[config.mk]
export PLATFORM = sky130hd
export DESIGN_NAME = exc_entry_seq
export DESIGN_NICKNAME = d
export VERILOG_FILES = /design/src/rtl/exc_pkg.sv /design/src/rtl/exc_arbiter.sv /design/src/rtl/exc_update.sv /design/src/rtl/exc_entry_seq.sv
export SDC_FILE = /design/constraint.sdc
export NUM_CORES = 1
export LEC_CHECK = 0
export BUFFER_PORTS_ARGS = -buffer_cell sky130_fd_sc_hd__clkbuf_2
export CAP_MARGIN = 40
export CORE_MARGIN = 5
export CORE_UTILIZATION = 30
export CTS_CLUSTER_DIAMETER = 100
export DETAILED_ROUTE_END_ITERATION = 8
export GPL_TIMING_DRIVEN = 0
export SLEW_MARGIN = 10
export SYNTH_ARGS = -nofsm -noshare
export SYNTH_HDL_FRONTEND = slang
export SYNTH_SLANG_ARGS = --single-unit
[constraint.sdc]
create_clock -name clk -period 2.7 [get_ports clk]
set_clock_uncertainty 0.1 [all_clocks]
set_input_delay 0.81 -clock clk [delete_from_list [all_inputs] [get_ports clk]]
set_output_delay 0.81 -clock clk [all_outputs]
set_load 0.01 [all_outputs]
[src/rtl/exc_pkg.sv]
// Package: shared request indices and status bit positions for the
// exception entry sequencer. Assumes a 9-line request vector.
package exc_pkg;
    localparam int NUM_EXC  = 9;
    localparam int CAUSE_W  = 5;
    localparam int STAT_W   = 4;

    // Request line positions; a higher index has higher priority.
    localparam int X_IRQ    = 0;
    localparam int X_MISS   = 1;
    localparam int X_PRD    = 2;
    localparam int X_PWR    = 3;
    localparam int X_PEX    = 4;
    localparam int X_SUPV   = 5;
    localparam int X_TRAP   = 6;
    localparam int X_ILL    = 7;
    localparam int X_BRK    = 8;

    // Status bit positions.
    localparam int S_PIE    = 0;
    localparam int S_USR    = 1;
    localparam int S_EH     = 2;
    localparam int S_IH     = 3;
endpackage

[src/rtl/exc_arbiter.sv]
// Module: fixed-priority arbiter. Masks the interrupt line when interrupts
// are disabled, then grants the highest-indexed active request.
// Assumes line 0 is the interrupt and carries the lowest priority.
module exc_arbiter #(
    parameter int N = 9
) (
    input  logic [N-1:0] req,
    input  logic         irq_enable,
    output logic [N-1:0] grant,
    output logic         any
);
    logic [N-1:0] req_eff;
    logic [N:0]   above;

    // Purpose: drop the interrupt request while it is masked.
    always_comb begin
        req_eff    = req;
        req_eff[0] = req[0] & irq_enable;
    end

    assign above[N] = 1'b0;
    for (genvar i = N - 1; i >= 0; i--) begin : g_chain
        assign above[i] = above[i+1] | req_eff[i];
        assign grant[i] = req_eff[i] & ~above[i+1];
    end
    assign any = above[0];
endmodule

[src/rtl/exc_update.sv]
// Module: combinational next-state logic for the exception entry.
// Given a one-hot grant and the present register values, it computes
// every register's next value and the redirect target.
// Assumes grant has at most one bit set.
module exc_update
    import exc_pkg::*;
#(
    parameter int AW = 32,
    parameter logic [CAUSE_W-1:0] C_IRQ  = 5'd2,
    parameter logic [CAUSE_W-1:0] C_MISS = 5'd12,
    parameter logic [CAUSE_W-1:0] C_PRD  = 5'd13,
    parameter logic [CAUSE_W-1:0] C_PWR  = 5'd14,
    parameter logic [CAUSE_W-1:0] C_PEX  = 5'd15,
    parameter logic [CAUSE_W-1:0] C_SUPV = 5'd11,
    parameter logic [CAUSE_W-1:0] C_TRAP = 5'd3,
    parameter logic [CAUSE_W-1:0] C_ILL  = 5'd5,
    parameter logic [CAUSE_W-1:0] C_BRK  = 5'd7
) (
    input  logic [NUM_EXC-1:0] grant,
    input  logic               taken,
    input  logic [AW-1:0]      pc,
    input  logic [AW-1:0]      vgen,
    input  logic [AW-1:0]      vfast,
    input  logic               wr_en,
    input  logic [STAT_W-1:0]  wr_data,
    input  logic [STAT_W-1:0]  st,
    input  logic [STAT_W-1:0]  est,
    input  logic [STAT_W-1:0]  bst,
    input  logic [CAUSE_W-1:0] cs,
    input  logic [AW-1:0]      ea,
    input  logic [AW-1:0]      ba,
    input  logic               dbl,
    input  logic               we,
    output logic [STAT_W-1:0]  n_st,
    output logic [STAT_W-1:0]  n_est,
    output logic [STAT_W-1:0]  n_bst,
    output logic [CAUSE_W-1:0] n_cs,
    output logic [AW-1:0]      n_ea,
    output logic [AW-1:0]      n_ba,
    output logic               n_dbl,
    output logic               n_we,
    output logic [AW-1:0]      n_pc
);
    localparam logic [AW-1:0] STEP = AW'(4);

    logic [CAUSE_W-1:0] code_tbl [NUM_EXC];
    logic [AW-1:0]      pc_ret;
    logic               in_handler;
    logic               is_perm;
    logic               is_cond;

    assign code_tbl[X_IRQ]  = C_IRQ;
    assign code_tbl[X_MISS] = C_MISS;
    assign code_tbl[X_PRD]  = C_PRD;
    assign code_tbl[X_PWR]  = C_PWR;
    assign code_tbl[X_PEX]  = C_PEX;
    assign code_tbl[X_SUPV] = C_SUPV;
    assign code_tbl[X_TRAP] = C_TRAP;
    assign code_tbl[X_ILL]  = C_ILL;
    assign code_tbl[X_BRK]  = C_BRK;

    assign pc_ret     = pc + STEP;
    assign in_handler = st[S_EH];
    assign is_perm    = grant[X_PRD] | grant[X_PWR] | grant[X_PEX];
    assign is_cond    = grant[X_SUPV] | grant[X_TRAP] | grant[X_ILL];

    // Purpose: next status word, either exception entry or a direct write.
    always_comb begin
        n_st = st;
        if (taken) begin
            n_st[S_PIE] = 1'b0;
            n_st[S_USR] = 1'b0;
            if (grant[X_IRQ]) n_st[S_IH] = 1'b1;
            else              n_st[S_EH] = 1'b1;
        end else if (wr_en) begin
            n_st = wr_data;
        end
    end

    // Purpose: cause code of the granted exception.
    always_comb begin
        n_cs = cs;
        for (int i = 0; i < NUM_EXC; i++) begin
            if (grant[i]) n_cs = code_tbl[i];
        end
    end

    // Purpose: saved context, TLB flags and redirect target per exception kind.
    always_comb begin
        n_est = est;
        n_bst = bst;
        n_ea  = ea;
        n_ba  = ba;
        n_dbl = dbl;
        n_we  = we;
        n_pc  = vgen;
        if (grant[X_IRQ] || is_perm) begin
            n_est = st;
            n_ea  = pc_ret;
        end
        if (grant[X_MISS]) begin
            if (!in_handler) begin
                n_est = st;
                n_ea  = pc_ret;
                n_dbl = 1'b0;
                n_we  = 1'b1;
                n_pc  = vfast;
            end else begin
                n_dbl = 1'b1;
            end
        end
        if (is_cond && !in_handler) begin
            n_est = st;
            n_ea  = pc_ret;
        end
        if (grant[X_BRK] && !in_handler) begin
            n_bst = st;
            n_ba  = pc_ret;
        end
    end
endmodule

[src/rtl/exc_entry_seq.sv]
// Module: exception entry sequencer top. Holds the status, saved-status,
// cause and return-address registers and the TLB miss flags. It updates them
// all on the edge where an exception is taken and issues a one-cycle
// redirect. Assumes request lines are sampled once per cycle; a request
// held high is taken again on every cycle.
module exc_entry_seq
    import exc_pkg::*;
#(
    parameter int AW = 32,
    parameter logic [CAUSE_W-1:0] C_IRQ  = 5'd2,
    parameter logic [CAUSE_W-1:0] C_MISS = 5'd12,
    parameter logic [CAUSE_W-1:0] C_PRD  = 5'd13,
    parameter logic [CAUSE_W-1:0] C_PWR  = 5'd14,
    parameter logic [CAUSE_W-1:0] C_PEX  = 5'd15,
    parameter logic [CAUSE_W-1:0] C_SUPV = 5'd11,
    parameter logic [CAUSE_W-1:0] C_TRAP = 5'd3,
    parameter logic [CAUSE_W-1:0] C_ILL  = 5'd5,
    parameter logic [CAUSE_W-1:0] C_BRK  = 5'd7
) (
    input  logic               clk,
    input  logic               rst_n,
    input  logic [8:0]         exc_req,
    input  logic [AW-1:0]      cur_pc,
    input  logic [AW-1:0]      vec_general,
    input  logic [AW-1:0]      vec_fastmiss,
    input  logic               stat_wr_en,
    input  logic [3:0]         stat_wr_data,
    output logic               redir_vld,
    output logic [AW-1:0]      redir_pc,
    output logic [3:0]         status,
    output logic [3:0]         estatus,
    output logic [3:0]         bstatus,
    output logic [4:0]         cause,
    output logic [AW-1:0]      exc_ret,
    output logic [AW-1:0]      brk_ret,
    output logic               tlb_dbl,
    output logic               tlb_we
);
    logic [NUM_EXC-1:0] grant;
    logic               taken;
    logic [STAT_W-1:0]  n_st, n_est, n_bst;
    logic [CAUSE_W-1:0] n_cs;
    logic [AW-1:0]      n_ea, n_ba, n_pc;
    logic               n_dbl, n_we;

    exc_arbiter #(.N(NUM_EXC)) u_arb (
        .req        (exc_req),
        .irq_enable (status[S_PIE]),
        .grant      (grant),
        .any        (taken)
    );

    exc_update #(
        .AW(AW), .C_IRQ(C_IRQ), .C_MISS(C_MISS), .C_PRD(C_PRD),
        .C_PWR(C_PWR), .C_PEX(C_PEX), .C_SUPV(C_SUPV), .C_TRAP(C_TRAP),
        .C_ILL(C_ILL), .C_BRK(C_BRK)
    ) u_upd (
        .grant(grant), .taken(taken), .pc(cur_pc), .vgen(vec_general),
        .vfast(vec_fastmiss), .wr_en(stat_wr_en), .wr_data(stat_wr_data),
        .st(status), .est(estatus), .bst(bstatus), .cs(cause),
        .ea(exc_ret), .ba(brk_ret), .dbl(tlb_dbl), .we(tlb_we),
        .n_st(n_st), .n_est(n_est), .n_bst(n_bst), .n_cs(n_cs),
        .n_ea(n_ea), .n_ba(n_ba), .n_dbl(n_dbl), .n_we(n_we), .n_pc(n_pc)
    );

    // Purpose: commit every register update and the redirect on one edge.
    always_ff @(posedge clk) begin
        if (!rst_n) begin
            redir_vld <= 1'b0;
            redir_pc  <= '0;
            status    <= '0;
            estatus   <= '0;
            bstatus   <= '0;
            cause     <= '0;
            exc_ret   <= '0;
            brk_ret   <= '0;
            tlb_dbl   <= 1'b0;
            tlb_we    <= 1'b0;
        end else begin
            redir_vld <= taken;
            if (taken) redir_pc <= n_pc;
            status    <= n_st;
            estatus   <= n_est;
            bstatus   <= n_bst;
            cause     <= n_cs;
            exc_ret   <= n_ea;
            brk_ret   <= n_ba;
            tlb_dbl   <= n_dbl;
            tlb_we    <= n_we;
        end
    end

    assert_single_grant_R2: assert property (@(posedge clk) disable iff (!rst_n)
        $onehot0(grant));

    assert_target_vector_R3: assert property (@(posedge clk) disable iff (!rst_n)
        taken |=> (redir_vld && (redir_pc == $past(vec_general) ||
                                 redir_pc == $past(vec_fastmiss))));

    assert_mode_after_entry_R3: assert property (@(posedge clk) disable iff (!rst_n)
        taken |=> (!status[S_PIE] && !status[S_USR] && (status[S_EH] || status[S_IH])));

    assert_masked_irq_R4: assert property (@(posedge clk) disable iff (!rst_n)
        (exc_req == 9'd1 && !status[S_PIE]) |=> (!redir_vld && $stable(exc_ret)));

    assert_fast_miss_R5: assert property (@(posedge clk) disable iff (!rst_n)
        (grant[X_MISS] && !status[S_EH]) |=>
            (redir_pc == $past(vec_fastmiss) && tlb_we && !tlb_dbl));

    assert_double_miss_R6: assert property (@(posedge clk) disable iff (!rst_n)
        (grant[X_MISS] && status[S_EH]) |=>
            ($stable(exc_ret) && $stable(estatus) && tlb_dbl));

    assert_idle_hold_R11: assert property (@(posedge clk) disable iff (!rst_n)
        !taken |=> (!redir_vld && $stable(cause) && $stable(brk_ret)));
endmodule

==> results.md <==
- Maximum Capacitance Violations: 0
- Vias per cell: between 5 and 6
- Status: finished, final reports clean
- Peak Freq: just under 400 MHz
- Post-synth top area cell: dfxtp_1
- Placement Setup Slack: -0.455 ns
- Fin crit period: approximately 2.6 ns
- GRT Residual Overflow: 0
- Worst vdd ir: about 430 uV
- RSZ-0062 raised after global routing: no
- Mapped Avg Cell Area: around 9 sq um
- Final setup margin: around 0.1 ns
- Final Util: 42.8%
- Async SR Flop Fraction: 0%
- IO Count: 228
- Sequential Power Share: approximately two fifths
- Routed length per instance: between 15 and 20 um
- Combinational power share: about an eighth
- Final setup viols: 0
- Slew Limit Fails: 0
- Flop2flop setup slack: between 0.6 and 0.7 ns
- Final nets: just over 900
- Yosys top cell area share: 45.9%
- # rows: 47
- Actual slew at the worst max-slew pin: just under 0.7 ns
- Worst setup SP type: primary input
- Dpl cell area: around 6400 sq um
- Routed WL: 18.8 mm
- CTS Buffer Depth: 2
- LEAKAGE: slightly below 3 nW
- Core area: 16500 sq um
- CTS tree: yes
- Internal Pwr Total: around 0.0036 W
- Most frequently used flop master after synthesis: dfxtp_1
- Worst hold path endpoint: brk_ret[0]$_SDFFE_PN0P_
- Synthesized instance count: around 560
- P_sw: about 0.0012 W
- Input/output buffers: approximately 230
- CTS HTree Levels: 4
- Area of the mapped netlist: between 5000 and 6000 sq um
- HP Class: flop to flop
- Synth top area cells: dfxtp_1 (46%), a211oi_1 (8.2%), mux2i_1 (6.8%)
- Synth Area in Adders: less than 1%
- Root buffer cell: clkbuf_16
- Slowest CP cell: nor4_4
- Initial core utilization: a little under a third
- Xor/xnor share of the synthesized area: approximately 2.3%
- Worst path cell trace: clkbuf_2 -> or4_4 -> nor4_4 -> buf_6 -> mux2i_1 -> a211oi_1
- Antenna-violating nets left: 0
- DR iter-0 viols: 339
- Power per cell area: 672 nW/um^2
- Seq/Total Area, Yosys: 45.9%
- Hold-fix buffers, CTS: 0
- Final period util: 96.3%
- DRC Markers: 0
- First-pass GRT wire length: a little under 30 mm
- Ant diodes: 0
- Critical Path End Type: flop
- RR Startpoint: status[0]$_SDFFE_PP0P_
- Largest family of logic cells by synthesized area: compound AO/OA/AOI/OAI gates
- Worst R2R End: exc_ret[23]$_SDFF_PN0_
- Hold Path Stages: 2
- Post-DP HPWL: around 14 mm
- Share of layout cells above drive strength 1: 34.1%
- Post-Synth Simple-Gate Area: 18.1%
- Mux cell area share after synthesis: under 10%
- GRT Util Overall: between 10% and 20%
- Hold Slack: about 0.35 ns
- Post-synthesis net count: 669
- Vias: between 5000 and 6000
- Switch share: about a quarter
- Die area: 19400 sq um
- Flops & latches, synth: 115
- Clk slew on worst S/H paths: about 0.050 ns
- Min-delay src: brk_ret[0]$_SDFFE_PN0P_
- Synth Warn #: 0
- Slowest stage delay, CP: about 0.6 ns
- Largest net degree at the start of global routing: 17
- Power share of the clock group: 48.7%
- Fill count: 1731
- Area Overhead vs Synth: 40.5%
- Total power: approximately 0.0047 W
- GPL Wtd Cong: between 0.8 and 0.9
- Cells on worst reg2reg path: 5
- Total setup buffers inserted after CTS: 0
- Number of distinct library cells after synthesis: 44
- CP required: ~2.9 ns
- Worst rel slew slack: between 50% and 60%
- First-pass iteration count of the detailed router: 5
- CTS buffer count: 17
- Chip height: around 140 um
- CP Class: primary input to flop
- CTS Sinks: about 120
- Number of flops mapped to enable cells by yosys: 0
- Final Hold Vio Count: 0
- Initial antenna violation count: 0
- Crit path launch: exc_req[7]
- Critical Path AT: approximately 2.8 ns
- Die span in x: approximately 140 um
- Design Area, Final: approximately 7000 sq um
- Worst-Skew Late Latency: roughly 0.4 ns
- Vias in the first global route: between 5000 and 6000
- Complex-gate fraction of the synthesized area: between 20 and 25%
- Worst-path fanout max: 10
[cell usage in the layout, fill, tap and decap left out, types with 4 or more instances in the layout]
| cell | n |
|---|---|
| xnor2_1 | 4 |
| nand3_1 | 18 |
| clkbuf_16 | 17 |
| a21oi_1 | 26 |
| clkbuf_8 | 4 |
| a31oi_1 | 15 |
| dfxtp_1 | 115 |
| mux2i_1 | 34 |
| nand2_1 | 25 |
| o21ai_0 | 36 |
| or3_1 | 8 |
| xor2_1 | 9 |
| and3_1 | 5 |
| nand4_1 | 11 |
| buf_2 | 4 |
| inv_1 | 5 |
| a211oi_1 | 55 |
| buf_6 | 4 |
| clkbuf_2 | 230 |
| and4_1 | 5 |
| clkbuf_1 | 30 |
| a311oi_1 | 16 |
| nor2_1 | 51 |
| nor3_1 | 31 |
| or4_1 | 9 |
| o31ai_1 | 11 |
[cell usage after synthesis, types with 15 or more instances]
cell type / count
a211oi_1: 55
nor3_1: 31
dfxtp_1: 115
nand3_1: 18
clkbuf_1: 35
a21oi_1: 26
a31oi_1: 15
a311oi_1: 16
nor2_1: 51
mux2i_1: 34
o21ai_0: 36
nand2_1: 25
[worst max-delay path by stage]
| stage | slack [ns] | endpoint |
|---|---|---|
| floorplan | 0.08 | redir_pc[0]$_SDFFE_PN0N_ |
| global placement | -0.56 | exc_ret[27]$_SDFF_PN0_ |
| detailed placement | -0.46 | exc_ret[31]$_SDFF_PN0_ |
| CTS | 0.005 | exc_ret[31]$_SDFF_PN0_ |
| global route | 0.04 | exc_ret[10]$_SDFF_PN0_ |
| finish | 0.1 | redir_pc[22]$_SDFFE_PN0N_ |
[critical path, delay by kind of cell]
family / cells / cell delay, ns
AO/OA/AOI/OAI: 1 / 0.11
buffers and inverters: 2 / 0.38
AND/OR/NAND/NOR: 2 / 1.19
multiplexers: 1 / 0.26
[state kept, by name, indices dropped and copies added, names as in the netlist]
| name | cells |
|---|---|
| brk_ret | 32 |
| tlb_dbl | 1 |
| cause | 4 |
| status | 4 |
| redir_vld | 1 |
| redir_pc | 32 |
| estatus | 4 |
| bstatus | 4 |
| exc_ret | 32 |
| tlb_we | 1 |
[cell type report]
| type | instances | area [sq um] | area share [%] |
|---|---|---|---|
| plain buffers | 44 | 213 | 3.02 |
| clock buffers | 22 | 484 | 6.88 |
| clock inverters | 9 | 128 | 1.81 |
| inverters | 6 | 22.5 | 0.320 |
| multi-input cells | 390 | 2490 | 35.3 |
| flip-flops and latches | 115 | 2300 | 32.7 |
| well taps | 220 | 275 | 3.91 |
| repair buffers | 226 | 1130 | 16.1 |
[what timing repair did]
item,4_1_cts,5_1_grt
setup endpoints to repair,26,29
pin swaps,0,1
gates resized for setup,4,4
[metrics by stage]
| stage | instances | TNS (ns) |
|---|---|---|
| 4_1_cts | 1033 | 0 |
| 3_3_place_gp | 1001 | -26.52 |
| 3_5_place_dp | 1002 | -23.04 |
| 5_1_grt | 1032 | 0 |
| 2_1_floorplan | 556 | 0 |
| 6_report | 1032 | 0 |
[cells by family after synthesis]
family	after synthesis
AND/OR/NAND/NOR	176
AO/OA/AOI/OAI	165
flip-flops	115
buffers and inverters	51
multiplexers	34
XOR/XNOR	13
adder cells (fa/ha/maj)	1
other	1
[power by group through the flow]
stage | registers [W] | clock network, W | logic [W]
after global routing | 0.00187 | 0.00244 | 0.000621
after CTS | 0.00186 | 0.00235 | 0.000572
after floorplan | 0.00193 | 0 | 0.000219
after detailed placement | 0.00190 | 0 | 0.000566
after global placement | 0.00190 | 0 | 0.000561
final | 0.00186 | 0.00230 | 0.000566
[layer usage]
layer  track usage (%)  part of all wire [%]  vias to the layer above  routed length [um]
met4              5.25                   1.0                        0                 195
li1                  -                     -                     2588                   -
met2              30.0                    47                      214                8820
met5                 0                     0                        -                   0
met3              6.31                   7.8                       18                1470
met1              24.3                    44                     2465                8310
No activity file was read; power rests on OpenSTA's default activity.
